--- src/rtl/aux_cnt_pkg.sv ---
`timescale 1ns/1ps
package aux_cnt_pkg;
  localparam int unsigned IDX_W     = 4;
  localparam int unsigned NUM_SLOTS = 1 << IDX_W;
  localparam int unsigned ENC_W     = 16;
  localparam int unsigned EL_W      = 2;

  localparam logic [1:0] OP0_SEL    = 2'b11;
  localparam logic [2:0] OP1_SEL    = 3'b011;
  localparam logic [3:0] CRN_SEL    = 4'b1101;
  localparam logic [2:0] CRM_HI_SEL = 3'b110;

  typedef struct packed {
    logic [1:0] op0;
    logic [2:0] op1;
    logic [3:0] crn;
    logic [3:0] crm;
    logic [2:0] op2;
  } sysreg_enc_t;
endpackage

--- src/rtl/aux_acc_decode.sv ---
`timescale 1ns/1ps
module aux_acc_decode
  import aux_cnt_pkg::*;
#(
  parameter int unsigned    IMPL_CNT = 12,
  parameter logic [EL_W-1:0] TOP_EL  = 2'd3
) (
  input  logic                 clk_i,
  input  logic                 rst_ni,
  input  logic                 valid_i,
  input  logic                 write_i,
  input  logic                 grant_i,
  input  logic [ENC_W-1:0]     enc_i,
  input  logic [EL_W-1:0]      el_i,
  input  logic [NUM_SLOTS-1:0] en_all_i,
  output logic [IDX_W-1:0]     idx_o,
  output logic                 undef_o,
  output logic                 werr_o,
  output logic                 wr_ok_o,
  output logic                 rd_ok_o
);
  sysreg_enc_t f;
  logic match, act, idx_bad, lvl_bad, tgt_en;

  assign f       = sysreg_enc_t'(enc_i);
  assign match   = (f.op0 == OP0_SEL) && (f.op1 == OP1_SEL) &&
                   (f.crn == CRN_SEL) && (f.crm[3:1] == CRM_HI_SEL);
  assign idx_o   = {f.crm[0], f.op2};
  assign act     = valid_i & grant_i & match;
  assign idx_bad = (32'(idx_o) >= IMPL_CNT);
  assign lvl_bad = write_i & (el_i != TOP_EL);
  assign tgt_en  = en_all_i[idx_o];

  assign undef_o = act & (idx_bad | lvl_bad);
  assign werr_o  = act & ~undef_o & write_i & tgt_en;
  assign wr_ok_o = act & ~undef_o & write_i & ~tgt_en;
  assign rd_ok_o = act & ~undef_o & ~write_i;

  assert_wr_in_range_R4: assert property (@(posedge clk_i) disable iff (!rst_ni)
    (wr_ok_o || rd_ok_o) |-> (32'(idx_o) < IMPL_CNT));
  assert_wr_top_only_R5: assert property (@(posedge clk_i) disable iff (!rst_ni)
    wr_ok_o |-> (el_i == TOP_EL));
  assert_no_grant_quiet_R11: assert property (@(posedge clk_i) disable iff (!rst_ni)
    !grant_i |-> !(undef_o || werr_o || wr_ok_o || rd_ok_o));
endmodule

--- src/rtl/aux_cnt_slot.sv ---
`timescale 1ns/1ps
module aux_cnt_slot #(
  parameter int unsigned CNT_W = 64
) (
  input  logic             clk_i,
  input  logic             rst_ni,
  input  logic             en_i,
  input  logic             evt_i,
  input  logic             ld_i,
  input  logic [CNT_W-1:0] ld_data_i,
  input  logic             off_ld_i,
  input  logic [CNT_W-1:0] off_data_i,
  output logic [CNT_W-1:0] cnt_o,
  output logic [CNT_W-1:0] off_o,
  output logic             ovf_o
);
  logic             inc;
  logic [CNT_W-1:0] cnt_q, off_q;
  logic             ovf_q;

  assign inc = en_i & evt_i;

  always_ff @(posedge clk_i or negedge rst_ni) begin
    if (!rst_ni) begin
      cnt_q <= '0;
      ovf_q <= 1'b0;
    end else begin
      ovf_q <= 1'b0;
      if (ld_i) begin
        cnt_q <= ld_data_i;
      end else if (inc) begin
        cnt_q <= cnt_q + 1'b1;
        ovf_q <= &cnt_q;
      end
    end
  end

  always_ff @(posedge clk_i or negedge rst_ni) begin
    if (!rst_ni)       off_q <= '0;
    else if (off_ld_i) off_q <= off_data_i;
  end

  assign cnt_o = cnt_q;
  assign off_o = off_q;
  assign ovf_o = ovf_q;

  assert_ld_disabled_R6: assert property (@(posedge clk_i) disable iff (!rst_ni)
    ld_i |-> !en_i);
  assert_count_step_R2: assert property (@(posedge clk_i) disable iff (!rst_ni)
    (inc && !ld_i) |=> (cnt_q == $past(cnt_q) + 1'b1));
  assert_hold_R4: assert property (@(posedge clk_i) disable iff (!rst_ni)
    (!inc && !ld_i) |=> $stable(cnt_q));
  assert_wrap_zero_R3: assert property (@(posedge clk_i) disable iff (!rst_ni)
    ovf_q |-> (cnt_q == '0));
  assert_load_R7: assert property (@(posedge clk_i) disable iff (!rst_ni)
    ld_i |=> (cnt_q == $past(ld_data_i)));
endmodule

--- src/rtl/aux_rd_path.sv ---
`timescale 1ns/1ps
module aux_rd_path
  import aux_cnt_pkg::*;
#(
  parameter int unsigned     CNT_W  = 64,
  parameter logic [EL_W-1:0] TOP_EL = 2'd3
) (
  input  logic             rd_ok_i,
  input  logic [EL_W-1:0]  el_i,
  input  logic             rz_i,
  input  logic             voff_en_i,
  input  logic [CNT_W-1:0] cnt_i,
  input  logic [CNT_W-1:0] off_i,
  output logic [CNT_W-1:0] rdata_o
);
  logic hide, virt;

  assign hide = rz_i & (el_i != TOP_EL);
  assign virt = voff_en_i & (el_i <= 2'd1);

  always_comb begin
    rdata_o = '0;
    if (rd_ok_i && !hide) begin
      rdata_o = virt ? (cnt_i - off_i) : cnt_i;
    end
  end
endmodule

--- src/rtl/aux_evt_cnt_bank.sv ---
`timescale 1ns/1ps
module aux_evt_cnt_bank
  import aux_cnt_pkg::*;
#(
  parameter int unsigned     IMPL_CNT = 12,
  parameter int unsigned     CNT_W    = 64,
  parameter logic [EL_W-1:0] TOP_EL   = 2'd3
) (
  input  logic                clk_i,
  input  logic                rst_ni,
  input  logic [IMPL_CNT-1:0] cnt_en_i,
  input  logic [IMPL_CNT-1:0] evt_i,
  input  logic                acc_valid_i,
  input  logic                acc_write_i,
  input  logic                acc_grant_i,
  input  logic [ENC_W-1:0]    acc_enc_i,
  input  logic [EL_W-1:0]     acc_el_i,
  input  logic [CNT_W-1:0]    acc_wdata_i,
  input  logic                rz_i,
  input  logic                voff_en_i,
  input  logic                off_we_i,
  input  logic [IDX_W-1:0]    off_idx_i,
  input  logic [CNT_W-1:0]    off_wdata_i,
  output logic [CNT_W-1:0]    acc_rdata_o,
  output logic                acc_undef_o,
  output logic                acc_werr_o,
  output logic [IMPL_CNT-1:0] ovf_o
);
  logic [NUM_SLOTS-1:0]            en_all;
  logic [NUM_SLOTS-1:0][CNT_W-1:0] cnt_all, off_all;
  logic [IDX_W-1:0]                idx;
  logic                            wr_ok, rd_ok;

  aux_acc_decode #(.IMPL_CNT(IMPL_CNT), .TOP_EL(TOP_EL)) u_dec (
    .clk_i    (clk_i),
    .rst_ni   (rst_ni),
    .valid_i  (acc_valid_i),
    .write_i  (acc_write_i),
    .grant_i  (acc_grant_i),
    .enc_i    (acc_enc_i),
    .el_i     (acc_el_i),
    .en_all_i (en_all),
    .idx_o    (idx),
    .undef_o  (acc_undef_o),
    .werr_o   (acc_werr_o),
    .wr_ok_o  (wr_ok),
    .rd_ok_o  (rd_ok)
  );

  for (genvar s = 0; s < NUM_SLOTS; s++) begin : g_slot
    if (s < IMPL_CNT) begin : g_impl
      aux_cnt_slot #(.CNT_W(CNT_W)) u_slot (
        .clk_i      (clk_i),
        .rst_ni     (rst_ni),
        .en_i       (cnt_en_i[s]),
        .evt_i      (evt_i[s]),
        .ld_i       (wr_ok && (idx == IDX_W'(s))),
        .ld_data_i  (acc_wdata_i),
        .off_ld_i   (off_we_i && (off_idx_i == IDX_W'(s))),
        .off_data_i (off_wdata_i),
        .cnt_o      (cnt_all[s]),
        .off_o      (off_all[s]),
        .ovf_o      (ovf_o[s])
      );
      assign en_all[s] = cnt_en_i[s];
    end else begin : g_absent
      assign en_all[s]  = 1'b0;
      assign cnt_all[s] = '0;
      assign off_all[s] = '0;
    end
  end

  aux_rd_path #(.CNT_W(CNT_W), .TOP_EL(TOP_EL)) u_rd (
    .rd_ok_i   (rd_ok),
    .el_i      (acc_el_i),
    .rz_i      (rz_i),
    .voff_en_i (voff_en_i),
    .cnt_i     (cnt_all[idx]),
    .off_i     (off_all[idx]),
    .rdata_o   (acc_rdata_o)
  );

  assert_undef_zero_R4: assert property (@(posedge clk_i) disable iff (!rst_ni)
    acc_undef_o |-> (acc_rdata_o == '0) && !acc_werr_o);
  assert_rz_hides_R9: assert property (@(posedge clk_i) disable iff (!rst_ni)
    (rz_i && acc_el_i != TOP_EL) |-> (acc_rdata_o == '0));
  assert_top_phys_R8: assert property (@(posedge clk_i) disable iff (!rst_ni)
    (rd_ok && acc_el_i == TOP_EL) |-> (acc_rdata_o == cnt_all[idx]));
  assert_wr_no_data_R7: assert property (@(posedge clk_i) disable iff (!rst_ni)
    acc_write_i |-> (acc_rdata_o == '0));
  assert_ovf_onehot_R3: assert property (@(posedge clk_i) disable iff (!rst_ni)
    (ovf_o != '0) |-> ($past(cnt_en_i & evt_i) & ovf_o) == ovf_o);
endmodule

--- config.mk ---
export PLATFORM = sky130hd
export DESIGN_NAME = aux_evt_cnt_bank
export DESIGN_NICKNAME = d
export VERILOG_FILES = /design/src/rtl/aux_cnt_pkg.sv /design/src/rtl/aux_acc_decode.sv /design/src/rtl/aux_cnt_slot.sv /design/src/rtl/aux_rd_path.sv /design/src/rtl/aux_evt_cnt_bank.sv
export SDC_FILE = /design/constraint.sdc
export NUM_CORES = 2
export LEC_CHECK = 0
export ABC_AREA = 0
export BUFFER_PORTS_ARGS = -buffer_cell sky130_fd_sc_hd__buf_4
export CAP_MARGIN = 20
export CORE_MARGIN = 5
export CORE_UTILIZATION = 45
export DETAILED_ROUTE_END_ITERATION = 10
export PLACE_DENSITY = 0.61
export SYNTH_ARGS = -nofsm -noshare
export SYNTH_HDL_FRONTEND = slang
export SYNTH_SLANG_ARGS = --single-unit
--- constraint.sdc ---
create_clock -name clk_i -period 22.4 [get_ports clk_i]
set_clock_uncertainty 0.05 [all_clocks]
set_input_delay 6.72 -clock clk_i [delete_from_list [all_inputs] [get_ports clk_i]]
set_output_delay 6.72 -clock clk_i [all_outputs]
set_load 0.01 [all_outputs]
# After elaboration in Yosys (flattened, before gate mapping)
# Index checks and enable logic that the tools add are counted.
[totals] ff_bits=1548 rom_bits=0 output_inout_bits=78 latchBits=0 in_bits=182 wordCells=217 mem_count=0 mem_bits_rw=0
[classes] n_lt_le_gt_ge=3 n_shift=0 div=0 bitwise_logic=27 add_sub_neg=13 eq_ne=27 mul=0 n_reduce_logical=55 n_mux=56
[op_table] cell="2-to-1 mux 64 bit" count=28
[op_table] cell="adder 64 x 1 -> 64 bit (second input constant)" count=12
[op_table] cell="AND reduction 64 bit" count=12
[op_table] cell="binary-select mux 64 bit (select 4 bit)" count=2
[op_table] cell="subtractor 64 bit" count=1
[op_table] cell="equality test 4 bit (second input constant)" count=9
[op_table] cell="equality test 4 x 3 -> 1 bit (second input constant)" count=8
[op_table] cell="logical AND 1 bit" count=28
[op_table] cell="2-to-1 mux 1 bit" count=25
[op_table] cell="nonzero test 2 bit" count=12
[op_table] cell="bitwise AND 1 bit" count=23
[op_table] cell="equality test 4 x 2 -> 1 bit (second input constant)" count=4
[op_table] cell="equality test 4 x 1 -> 1 bit (second input constant)" count=2
[op_table] cell="zero test 4 bit" count=2
[op_table] cell="less-than comparator 4 x 5 -> 1 bit (second input constant)" count=1
[op_table] cell="binary-select mux 1 bit (select 4 bit)" count=1
[op_table] cell="greater-or-equal comparator 4 bit (second input constant)" count=1
[op_table] cell="equality test 3 x 2 -> 1 bit (second input constant)" count=1
[op_table] cell="equality test 3 bit (second input constant)" count=1
[op_table] cell="NOT 1 bit" count=3
[op_table] cell="equality test 2 bit (second input constant)" count=1
[op_table] cell="<= comparator 2 x 1 -> 1 bit (second input constant)" count=1
[op_table] cell="inequality test 2 bit (second input constant)" count=1
[op_table] cell="zero test 1 bit" count=1
[op_table] cell="OR 1 bit" count=1

# Depth between registers and ports, before layout
[depth] depth_word=12 mapped_depth=21 ltp_nobuf=16

# By module
# Synthesis repeated with hierarchy kept, for this count alone.
[hier_totals] cells_unflattened=8463 area_unflattened_um2=91328.8
[modules_own_cells] module="aux_cnt_slot" cells_per_inst=557 area_per_inst_um2=6217.2 n_inst=12 seq_area_each_um2=3228.1
[modules_own_cells] module="aux_evt_cnt_bank" cells_per_inst=937 area_per_inst_um2=11507.3 n_inst=1 seq_area_each_um2=0.0
[modules_own_cells] module="aux_rd_path" cells_per_inst=820 area_per_inst_um2=4972.3 n_inst=1 seq_area_each_um2=0.0
[modules_own_cells] module="aux_acc_decode" cells_per_inst=22 area_per_inst_um2=242.7 n_inst=1 seq_area_each_um2=0.0

# Worst setup path after synthesis
# OpenSTA, ideal clock, no wires.
[synth_timing] path_kind="input port to output port" from="in acc_enc_i[0]" to="out acc_rdata_o[58]" path_slack_ns=4.156 required_time_ns=15.630 arrival_ns=11.474 cell_stages=19 path_buffers=6 cell_sequence="buf_2 buf_2 buf_2 buf_2 buf_1 mux4_2 a21oi_1 ha_1 clkbuf_1 a21o_1 a311oi_1 o21ai_0 a21o_1 or3_1 a31oi_2 o21ai_1 o21a_1 or3_1 a32o_1"
[synth_via] elab_chain_cells=8 elab_cells_between_ends=14 cone_classes="add/sub: 1; order compare: 1; mux: 6; bitwise: 5; reduce/logical: 1"
[synth_rtl] element="from (decl)" line_no="aux_evt_cnt_bank.sv:16" rtl="input logic [ENC_W-1:0] acc_enc_i,"
[synth_rtl] element="branches (longest 7 deep; another with subtractor 64 bit)"
[synth_rtl] element="2-to-1 mux 64 bit *" line_no="aux_rd_path.sv:23" rtl="if (rd_ok_i && !hide) begin"
[synth_rtl] element="to (decl)" line_no="aux_evt_cnt_bank.sv:24" rtl="output logic [CNT_W-1:0] acc_rdata_o,"
# Mark *: on every way between the ends. The select of a mux whose other input is x is not followed.

# Final worst setup path
[layout_timing] from="in acc_enc_i[0]" to="out acc_rdata_o[41]"
# The elaborated chain is that of the path after synthesis.

==> flow_summary.json <==
{
  "outcome": "finished clean",
  "place.gp.congestion": 0.964,
  "tritoncts.num_buffers": 175,
  "syn_inst": 8776,
  "ys_top_cells_by_count": "dfrtp_1 (1548), nand2_1 (1259), mux2_2 (770)",
  "placement_rows": 163,
  "ff2ff_path_depth": 10,
  "largest_area_contributor_in_the_netlist": "dfrtp_1",
  "yosys_most_used_dff": "dfrtp_1",
  "floorplan.initialDensity_pct": 45.3,
  "area_of_the_die_um2": 208000,
  "leakage_power_nw": 40.8,
  "timing.slew.headroom_pct": 21.9,
  "yosys.cell_count.top_type": "dfrtp_1",
  "synth-compound-area-share_pct": 12.0,
  "yosysTopAreaCellShare_pct": 43.2,
  "area_added_between_synthesis_and_finish_pct": 10.9,
  "count_of_input_and_output_buffers": 259,
  "grt_overflow": 0,
  "yosys-mux-area-fraction_pct": 20.9,
  "timing.critical_path.slowest_stage_cell": "a211oi_1",
  "max-cap-violations": 0,
  "cts_resized": 0,
  "timing_max_transition_violations_final": 0,
  "yosys_warnings": 0,
  "upper_clock_frequency_limit_mhz": 49.7,
  "crit_path_frequent_cell": "buf_4",
  "via_count": 73700,
  "drtIter0Drc": 7485,
  "reg_to_reg_endpoint": "g_slot[6].g_impl.u_slot.cnt_o[60]",
  "fin_setup_tns_ns": 0,
  "largest_cells_by_area_after_synthesis": "dfrtp_1 (43%), mux2_2 (9.7%), mux4_2 (9.7%)",
  "grt.total_usage_pct": 29.9,
  "finish.net_count": 8951,
  "ys_async_sr_fraction_pct": 100,
  "synth-edff-count": 0,
  "setup_repair_after_global_routing_missed_its_margin": "no",
  "dpl.hpwl_um": 229000,
  "critPathMaxStageDelay_ns": 0.81,
  "worstSkewPairLatency_ns": 0.85,
  "cts_hold_buffers": 0,
  "cp-endpoint": "acc_rdata_o[41]",
  "finalHoldViolations": 0,
  "chipWidth_um": 456,
  "cts_root_buf": "clkbuf_16",
  "synthAdderAreaFrac_pct": 1.07,
  "ios": 260,
  "clk_path_buf_depth": 3,
  "synth_top_family_by_area": "multiplexers",
  "max_slew.worst_pin.slew_ns": 1.17,
  "vdd_drop_max_v": 0.0000817,
  "cts.sinks": 1548,
  "setup.worst_path.start": "acc_enc_i[0]",
  "power_per_cell_area_nw_per_um2": 75.7,
  "critical_path_class": "in -> out",
  "critical_path.startpoint_type": "input port",
  "yosysSeqAreaShare_pct": 43.2,
  "synth_simple_gate_area_share_pct": 15.8,
  "hold-worst-slack_ns": 0.448,
  "layout_setup_ws_ns": 2.29,
  "path_cells": "buf_8 -> buf_4 -> buf_4 -> mux4_2 -> mux2i_1 -> o21ai_0 -> ha_1 -> and4_1 -> or3b_1 -> or3_1 -> o32ai_1 -> a31oi_1 -> a21oi_1 -> nor2_1 -> xor2_1 -> a211oi_1 -> buf_4",
  "number_of_global_route_vias_before_repair": 72200,
  "via_per_inst": 6.41,
  "synth_xor_xnor_area_share_pct": 3.61,
  "worst_ep_arrival_time_ns": 13.34,
  "filler_cell_count": 17700,
  "worstReg2RegStart": "g_slot[6].g_impl.u_slot.cnt_o[11]",
  "antenna_violations_before_repair": 38,
  "worst_ep_required_time_ns": 15.63,
  "number_of_distinct_library_cells_after_synthesis": 95,
  "ant_nets": 0,
  "global_route_wire_length_before_repair_um": 476000,
  "clock_tree.htree_level_count": 4,
  "drt-pass1-iter-count": 7,
  "fp.dieH_um": 456,
  "end_kind": "primary output",
  "worst_min_path_start": "g_slot[2].g_impl.u_slot.off_o[50]",
  "netlist_area_um2": 89600,
  "finalCoreUtilization_pct": 50.3,
  "wirelength_um": 320000,
  "hold_path_class": "reg -> reg",
  "clk_transition_reported_paths_ns": 0.06,
  "buffers_inserted_during_post_cts_setup_optimization": 0,
  "post_drt_wl_per_cell_um": 27.8,
  "r2r_slack_ns": 18.09,
  "pin_count_of_the_biggest_net_entering_global_routing": 191,
  "timing.final.crit_share_pct": 89.8,
  "ys_ff_latch": 1548,
  "preCtsSetupSlack_ns": 2.41,
  "setup_viol": 0,
  "syn_area_per_cell_um2": 10.2,
  "drc": 0,
  "p_total_mw": 7.52,
  "cts_tree": "built",
  "timing.final.crit_period_ns": 20.11,
  "syn-num-nets": 9034,
  "timing.critical_path.fanout_max": 77,
  "final_layout_size_suffix_gt1_share_pct": 21.7,
  "core_region_area_um2": 198000
}
-- kinds of logic after synthesis --
| kind of cell | count (synthesis) |
|---|---|
| simple gates | 3020 |
| compound gates | 1707 |
| flops | 1548 |
| mux | 1288 |
| buf+inv | 768 |
| xor+xnor | 369 |
| fa+ha+maj | 76 |
-- metal layers --
layer  vias up  wire length [um]  global-route usage [%]
met5         -               100                       0
met4        16             17900                    14.8
met3       779             22900                    4.47
met2      3313            152000                    48.7
met1     37300            127000                    39.3
li1      32200                 -                       -
-- where the power goes --
group / internal, mW / leakage (nW) / total, mW / switching, mW
Sequential: 3.16 / 20.2 / 3.38 / 0.220
Clock: 1.65 / 2.81 / 2.91 / 1.25
Combinational: 0.610 / 17.8 / 1.23 / 0.621
Total: 5.42 / 40.8 / 7.52 / 2.09
-- area by class of cell --
class                   count  area, um2  share of cell area (%)
clock inverters            51        648                   0.653
flip-flops and latches   1548      38700                    39.0
well taps                2640       3300                    3.33
multi-input cells        6460      48000                    48.3
inverters                 108        405                   0.408
clock buffers             261       5070                    5.11
repair buffers            400       3120                    3.15
diodes                     21       52.6                  0.0529
-- through the flow --
| step | instances | area, um2 |
|---|---|---|
| floorplan | 8776 | 89600 |
| global placement | 11200 | 93500 |
| detailed placement | 11200 | 93500 |
| CTS | 11500 | 99300 |
| global route | 11500 | 99300 |
| finish | 11500 | 99300 |
-- cell usage in the layout, fill, tap and decap left out, types with 217 or more instances in the layout --
cell / synthesis / final
nand3_1: 356 / 355
nand2_1: 1259 / 1256
nor2_1: 508 / 487
buf_4: 13 / 389
o21ai_0: 743 / 743
dfrtp_1: 1548 / 1548
mux4_2: 385 / 385
a21oi_1: 290 / 290
nand4_1: 217 / 217
xor2_1: 234 / 234
mux2_2: 770 / 770
-- flip-flops by register name (all words and copies together) (netlist names) --
name,cells
g_slot.g_impl.u_slot.off_o,768
g_slot.g_impl.u_slot.cnt_o,768
g_slot.g_impl.u_slot.ovf_o,12
-- worst max-delay path, delay by kind of cell --
| kind | cells | cell delay, ns |
|---|---|---|
| mux | 2 | 1.02 |
| buf+inv | 4 | 1.91 |
| simple gates | 4 | 1.15 |
| xor+xnor | 1 | 0.14 |
| compound gates | 5 | 1.76 |
| fa+ha+maj | 1 | 0.52 |
-- worst min-delay path by stage --
stage | to | slack, ns | depth (start not counted)
floorplan | g_slot[8].g_impl.u_slot.cnt_o[56] | 0.40 | 2
global placement | g_slot[2].g_impl.u_slot.off_o[51] | 0.43 | 1
detailed placement | g_slot[8].g_impl.u_slot.off_o[36] | 0.44 | 1
CTS | g_slot[10].g_impl.u_slot.off_o[15] | 0.45 | 1
global route | g_slot[10].g_impl.u_slot.off_o[34] | 0.46 | 1
finish | g_slot[2].g_impl.u_slot.off_o[50] | 0.45 | 1
Power figures use the tool's default switching activity.
